==> src/rtl/grev_pkg.sv <==
package grev_pkg;

    // Condition field layout, most significant first
    typedef struct packed {
        logic neg;
        logic pos;
        logic zero;
        logic so;
    } cond_field_t;

    // Operation flavour as seen by the unit
    typedef enum logic [1:0] {
        OPK_FULL_REG = 2'b00,
        OPK_FULL_IMM = 2'b01,
        OPK_WORD_REG = 2'b10,
        OPK_WORD_IMM = 2'b11
    } op_kind_t;

    function automatic op_kind_t make_kind(input logic word, input logic isel);
        return op_kind_t'({word, isel});
    endfunction

endpackage

==> src/rtl/grev_ctrl_sel.sv <==
module grev_ctrl_sel
    import grev_pkg::*;
#(
    parameter int XLEN = 64,
    localparam int CW  = $clog2(XLEN)
) (
    input  logic [CW-1:0] rb_ctl_i,
    input  logic [CW-1:0] imm_i,
    input  op_kind_t      kind_i,
    output logic [CW-1:0] ctl_o
);
    always_comb begin
        unique case (kind_i)
            OPK_FULL_REG: ctl_o = rb_ctl_i;
            OPK_FULL_IMM: ctl_o = imm_i;
            OPK_WORD_REG: ctl_o = {1'b0, rb_ctl_i[CW-2:0]};
            OPK_WORD_IMM: ctl_o = {1'b0, imm_i[CW-2:0]};
            default:      ctl_o = '0;
        endcase
    end
endmodule

==> src/rtl/grev_swap_net.sv <==
module grev_swap_net #(
    parameter int XLEN = 64,
    localparam int CW  = $clog2(XLEN)
) (
    input  logic [XLEN-1:0] din,
    input  logic [CW-1:0]   ctl,
    output logic [XLEN-1:0] dout
);
    logic [XLEN-1:0] lvl [0:CW];

    assign lvl[0] = din;

    // Stage k exchanges neighbouring blocks of 2**k bits
    for (genvar k = 0; k < CW; k++) begin : g_stage
        for (genvar j = 0; j < XLEN; j++) begin : g_bit
            assign lvl[k+1][j] = ctl[k] ? lvl[k][j ^ (1 << k)] : lvl[k][j];
        end
    end

    assign dout = lvl[CW];
endmodule

==> src/rtl/grev_cond_gen.sv <==
module grev_cond_gen
    import grev_pkg::*;
#(
    parameter int XLEN = 64
) (
    input  logic [XLEN-1:0] val_i,
    input  logic            so_i,
    output cond_field_t     cf_o
);
    always_comb begin
        cf_o.neg  = val_i[XLEN-1];
        cf_o.zero = (val_i == '0);
        cf_o.pos  = !val_i[XLEN-1] && (val_i != '0);
        cf_o.so   = so_i;
    end
endmodule

==> src/rtl/grev_unit.sv <==
module grev_unit
    import grev_pkg::*;
#(
    parameter int XLEN    = 64,
    parameter bit OUT_REG = 1'b1,
    localparam int CW     = $clog2(XLEN),
    localparam int HALF   = XLEN / 2
) (
    input  logic            clk,
    input  logic            rst,
    input  logic [XLEN-1:0] src_i,
    input  logic [XLEN-1:0] rb_i,
    input  logic [CW-1:0]   imm_i,
    input  logic            word_i,
    input  logic            imm_sel_i,
    input  logic            rc_i,
    input  logic            so_i,
    output logic [XLEN-1:0] res_o,
    output logic [3:0]      cr_o,
    output logic            cr_we_o
);
    op_kind_t        kind;
    logic [CW-1:0]   ctl;
    logic [XLEN-1:0] perm;
    logic [XLEN-1:0] res_c;
    cond_field_t     cf_c;

    assign kind = make_kind(word_i, imm_sel_i);

    grev_ctrl_sel #(.XLEN(XLEN)) u_ctl (
        .rb_ctl_i (rb_i[CW-1:0]),
        .imm_i    (imm_i),
        .kind_i   (kind),
        .ctl_o    (ctl)
    );

    grev_swap_net #(.XLEN(XLEN)) u_net (
        .din  (src_i),
        .ctl  (ctl),
        .dout (perm)
    );

    assign res_c = word_i ? {{HALF{1'b0}}, perm[HALF-1:0]} : perm;

    grev_cond_gen #(.XLEN(XLEN)) u_cond (
        .val_i (res_c),
        .so_i  (so_i),
        .cf_o  (cf_c)
    );

    if (OUT_REG) begin : g_reg
        always_ff @(posedge clk) begin
            if (rst) begin
                res_o   <= '0;
                cr_o    <= '0;
                cr_we_o <= 1'b0;
            end else begin
                res_o   <= res_c;
                cr_o    <= cf_c;
                cr_we_o <= rc_i;
            end
        end

        AST_WORD_UPPER_ZERO: assert property (@(posedge clk) disable iff (rst)
            word_i |=> (res_o[XLEN-1:HALF] == '0));
        AST_CR_WE_SET: assert property (@(posedge clk) disable iff (rst)
            rc_i |=> cr_we_o);
        AST_CR_WE_CLEAR: assert property (@(posedge clk) disable iff (rst)
            !rc_i |=> !cr_we_o);
        AST_CTRL_ZERO_PASS: assert property (@(posedge clk) disable iff (rst)
            (!word_i && !imm_sel_i && rb_i[CW-1:0] == '0) |=> (res_o == $past(src_i)));
        AST_CR_ONE_FLAG: assert property (@(posedge clk) disable iff (rst)
            cr_we_o |-> ($countones(cr_o[3:1]) == 1));
        AST_SO_COPY: assert property (@(posedge clk) disable iff (rst)
            rc_i |=> (cr_o[0] == $past(so_i)));
    end else begin : g_comb
        assign res_o   = res_c;
        assign cr_o    = cf_c;
        assign cr_we_o = rc_i;
    end
endmodule

==> config.mk <==
export PLATFORM = sky130hd
export DESIGN_NAME = grev_unit
export DESIGN_NICKNAME = d
export VERILOG_FILES = /design/src/rtl/grev_pkg.sv /design/src/rtl/grev_ctrl_sel.sv /design/src/rtl/grev_swap_net.sv /design/src/rtl/grev_cond_gen.sv /design/src/rtl/grev_unit.sv
export SDC_FILE = /design/constraint.sdc
export NUM_CORES = 1
export LEC_CHECK = 0
export BUFFER_PORTS_ARGS = -buffer_cell sky130_fd_sc_hd__buf_4
export CAP_MARGIN = 20
export CORE_UTILIZATION = 49
export DETAILED_ROUTE_END_ITERATION = 12
export GPL_ROUTABILITY_DRIVEN = 0
export GPL_TIMING_DRIVEN = 0
export PLACE_DENSITY = 0.83
export SYNTH_ARGS = -nofsm -noshare
export SYNTH_HDL_FRONTEND = slang
export SYNTH_SLANG_ARGS = --single-unit
==> constraint.sdc <==
create_clock -name clk -period 3.4 [get_ports clk]
set_clock_uncertainty 0.1 [all_clocks]
set_input_delay 0.68 -clock clk [delete_from_list [all_inputs] [get_ports clk]]
set_output_delay 0.68 -clock clk [all_outputs]
set_load 0.03 [all_outputs]
==> results of run 1 <==
-- routing by layer --
metal / overflow / GRT usage
met1: 6 / 0.745
met5: 0 / 0.372
met4: 33 / 0.678
met3: 2 / 0.653
met2: 33 / 0.860
-- cells by family after synthesis --
kind of cell | share of synthesized area
AO/OA/AOI/OAI | 0.335
buffers and inverters | 0.0734
multiplexers | 0.144
AND/OR/NAND/NOR | 0.259
flip-flops | 0.188
-- per-stage QoR --
stage               utilization  worst slack (ns)  area (um2)  instances  TNS [ns]
floorplan                     -             0.131        7230       1014         0
global placement          0.592            -0.789        8570       1347    -11.94
detailed placement        0.592            -0.811        8570       1347    -12.18
CTS                       0.735           -0.0137       10600       1419   -0.0137
-- what timing repair did --
item | CTS
endpoints found under the hold margin | 0
cloned | 6
setup buffers | 50
pin swaps | 41
resized for setup | 255
setup endpoints to repair | 11
==> impl_metrics.csv, run 1 <==
group,metric,value,unit
logic_synthesis,synth_most_common_cell,"nor2_1",
timing,grt-worst-endpoint,"cr_o[1]$_SDFF_PP0_/D",
logic_synthesis,synth_edf_count,0,
logic_synthesis,async_flop_share,0,
logic_synthesis,synth-seq-cells,68,
clocking,cts.path.max_buffers,2,
run_status,status,"did not finish",
floorplan,initial_core_util,0.499,
global_routing,grt_start_max_net_pins,12,
clocking,ctsRootBufferMaster,"clkbuf_16",
logic_synthesis,syn_area,0.00723,mm2
logic_synthesis,yosys-top-cells-count,"164 x nor2_1, 124 x a22oi_1, 93 x nand2_1",
clocking,hold_buffers,0,
floorplan,floorplan.rows,44,
global_routing,grt.overflow.total,74,
run_status,lastStage,"global routing (5_1_grt)",
clocking,cts_sinks,68,
run_status,tool.error,"[ERROR GRT-0232] Routing congestion too high. Check the congestion heatmap in the GUI.",
logic_synthesis,syn_inst,1014,
place,dpl.hpwl,24.2,mm
global_routing,track_usage,0.738,
logic_synthesis,ys_seq_area_frac,0.188,
logic_synthesis,synthFlopType,"dfxtp_1",
logic_synthesis,yosys_warnings,0,
floorplan,ios,209,
clocking,cts_buffers,9,
floorplan,die_w,123,um
logic_synthesis,syn-num-nets,1154,
logic_synthesis,synth_top_area_share,0.188,
place,io_buffers,149,
logic_synthesis,yosysTopAreaCell,"dfxtp_1",
clocking,h-tree-depth,3,
timing,worstEpCategory,"sequential cell input",
logic_synthesis,yosysUniqueCellTypes,59,
logic_synthesis,yosys-top-cells-area,"dfxtp_1 19%, a22oi_1 13%, mux2i_1 11%",
logic_synthesis,avgSynthCellArea,7.13,um2
floorplan,die_h,123,um
==> inputs of run 2 (changes only) <==
Settings changed: CORE_UTILIZATION 49 to 36, PLACE_DENSITY 0.83 to default, PLACE_DENSITY_LB_ADDON from default to 0.15.
Clock period 3.4 ns to 4.4 ns, I/O delays scaled along.
==> impl_metrics.csv, run 2 <==
group,metric,value,unit
floorplan,die_h,144,um
timing,hold_violations,0,
clocking,ctsRootBufferMaster,"clkbuf_16",
route,final_antenna_net_count,0,
layout,nNetsFinal,1318,
layout,largest_reg_flops,64,
pwr,leakage,3.79,nW
run_status,status,"complete, but fails checks",
layout,drive_above_1_share,0.235,
setup_path,criticalPathCategory,"in2reg",
floorplan,die-area,0.0206,mm2
layout,regArea,0.00136,mm2
logic_synthesis,async_flop_share,0,
setup_path,path_buf_inv,3,
pwr,ir_drop,158,uV
floorplan,die_w,144,um
timing,worst_slew_pin_slew,0.906,ns
logic_synthesis,avgSynthCellArea,7.13,um2
layout,syn_to_final_growth,25.3,%
clocking,cts_sinks,68,
logic_synthesis,yosysUniqueCellTypes,59,
global_routing,met1_usage,0.442,
setup_path,cp_cell_sequence,"buf_4 > mux2i_1 > buf_6 > buf_4 > mux2i_1 > a22oi_1 > nand2_1 > o21ai_1 > mux2i_2 > o2111ai_1 > o21ai_0 > nand4_1 > nor4_2 > nor2b_1",
layout,final_common_cell,"nor2_1",
route,vias,9686,
floorplan,core_area,0.0196,mm2
setup_path,slowest_stage,"nor4_2",
layout,largest-register,"res_o",
setup_path,crit_fanout,10,
global_routing,use_met3,0.0910,
timing,finalCritPeriodShare,1.00,
clocking,hold_buffers,0,
logic_synthesis,synth-seq-cells,68,
timing,grt_setup_unrepaired,"false",
layout,final_cell_mix,"163 x nor2_1, 159 x buf_4, 124 x a22oi_1, 93 x nand2_1, 72 x mux2i_1",
global_routing,grt_first_pass_wirelength,51.8,mm
logic_synthesis,yosys-top-cells-area,"dfxtp_1 19%, a22oi_1 13%, mux2i_1 11%",
timing,fmax,0.226,GHz
clocking,cts_buffers,9,
timing,maxSlewHeadroom,0.390,
global_routing,grt-busiest-layer,"met2",
logic_synthesis,synth_top_area_share,0.188,
route,drtPass1Iterations,7,
floorplan,initial_core_util,0.369,
global_routing,grt_pass1_vias,8858,
global_routing,grt_start_max_net_pins,11,
timing,fin_ws,-0.0220,ns
min_path,min_path_type,"in2reg",
layout,multi_input_comb_area,0.00538,mm2
logic_synthesis,synth_edf_count,0,
layout,reg_top3,"res_o (64), cr_o (3), cr_we_o (1)",
place,dpl.hpwl,27.5,mm
setup_path,critPathTopFamily,"simple AND/OR/NAND/NOR gates",
logic_synthesis,synthFlopType,"dfxtp_1",
clocking,cts.path.max_buffers,2,
run_status,violations,"negative setup slack",
route,drtIter0Drc,1620,
logic_synthesis,syn-num-nets,1154,
pwr,pwr_density_cell,342,mW/mm2
clocking,cts_tree,"yes",
setup_path,cp.required,4.56,ns
global_routing,antenna_found_initial,0,
logic_synthesis,synth_most_common_cell,"nor2_1",
clocking,clk_pin_slew,0.05,ns
layout,layout.cells.non_filler,1446,
job,max-cap-violations,0,
floorplan,floorplan.rows,51,
logic_synthesis,yosys-top-cells-count,"164 x nor2_1, 124 x a22oi_1, 93 x nand2_1",
global_routing,grt.overflow.total,0,
route,viasPerCell,6.70,
logic_synthesis,yosys_warnings,0,
timing,slew_violations,0,
place,io_buffers,149,
logic_synthesis,syn_area,0.00723,mm2
timing,holdWs,0.665,ns
layout,num_antenna_cells,0,
setup_path,end_kind,"flip-flop",
timing,period_needed,4.42,ns
route,drc,0,
floorplan,ios,209,
setup_path,setup.worst_path.start_class,"primary input",
timing,setup_violations,2,
layout,utilization,0.462,
route,wirelength,34.9,mm
clocking,h-tree-depth,3,
setup_path,cpPeakStageDelay,0.45,ns
place,dp.cells,1428,
global_routing,track_usage,0.337,
global_routing,gr-usage-met2,0.516,
logic_synthesis,yosysTopAreaCell,"dfxtp_1",
logic_synthesis,syn_inst,1014,
route,wl_per_cell,24.1,um
logic_synthesis,ys_seq_area_frac,0.188,
layout,n_fill_cell,2013,
setup_path,worstPathArrival,4.58,ns
==> run 2: cell counts after synthesis <==
No cell type changed its count.
==> run 2: final timing paths <==
kind | cells past startpoint | start | end
worst max-delay path | 14 | imm_sel_i | cr_o[1]$_SDFF_PP0_
worst min-delay path | 2 | rc_i | cr_we_o$_SDFF_PP0_
==> run 2: area by class of cell <==
type / count / area share
Tap cell: 265 / 0.0366
Inverter: 4 / 0.00166
Clock buffer: 11 / 0.0257
Buffer: 90 / 0.0574
Multi-Input combinational cell: 852 / 0.594
Sequential cell: 68 / 0.150
Timing Repair Buffer: 153 / 0.130
Clock inverter: 3 / 0.00442
==> run 2: through the flow <==
stage,setup TNS (ns),instance area [um2],setup WS (ns),total power [mW]
final,-0.0238,9050,-0.0220,3.09
after global placement,-0.245,8680,-0.132,2.32
after floorplan,0,7230,0.931,1.76
after CTS,0,8950,0.175,2.99
after detailed placement,-0.285,8680,-0.154,2.32
after global routing,0,9050,0.00207,3.21
==> run 2: timing repair <==
action / CTS / global route
setup buffers: 0 / 4
gates resized for setup: 0 / 16
endpoints found under the setup margin: 0 / 2
==> run 2: metal layers <==
layer | up-vias | wire (um)
met2 | 884 | 14700
met3 | 190 | 5070
met5 | - | 0
met1 | 4457 | 13200
met4 | 0 | 1890
li1 | 4155 | -
==> run 2: power by group <==
part	total [mW]	leakage [nW]	internal, mW	switching, mW
registers	0.707	0.563	0.687	0.0205
logic	1.72	3.09	0.550	1.17
clock network	0.664	0.135	0.430	0.235
==> run 2: cell families (layout without fill, tap and decap cells) <==
| kind of cell | count (synthesis) | after routing | synth area share |
|---|---|---|---|
| mux | 95 | 95 | 0.144 |
| buf+inv | 94 | 261 | 0.0734 |
| simple gates | 417 | 417 | 0.259 |
| flops | 68 | 68 | 0.188 |
| compound gates | 340 | 340 | 0.335 |
No activity file was read; power rests on OpenSTA's default activity.
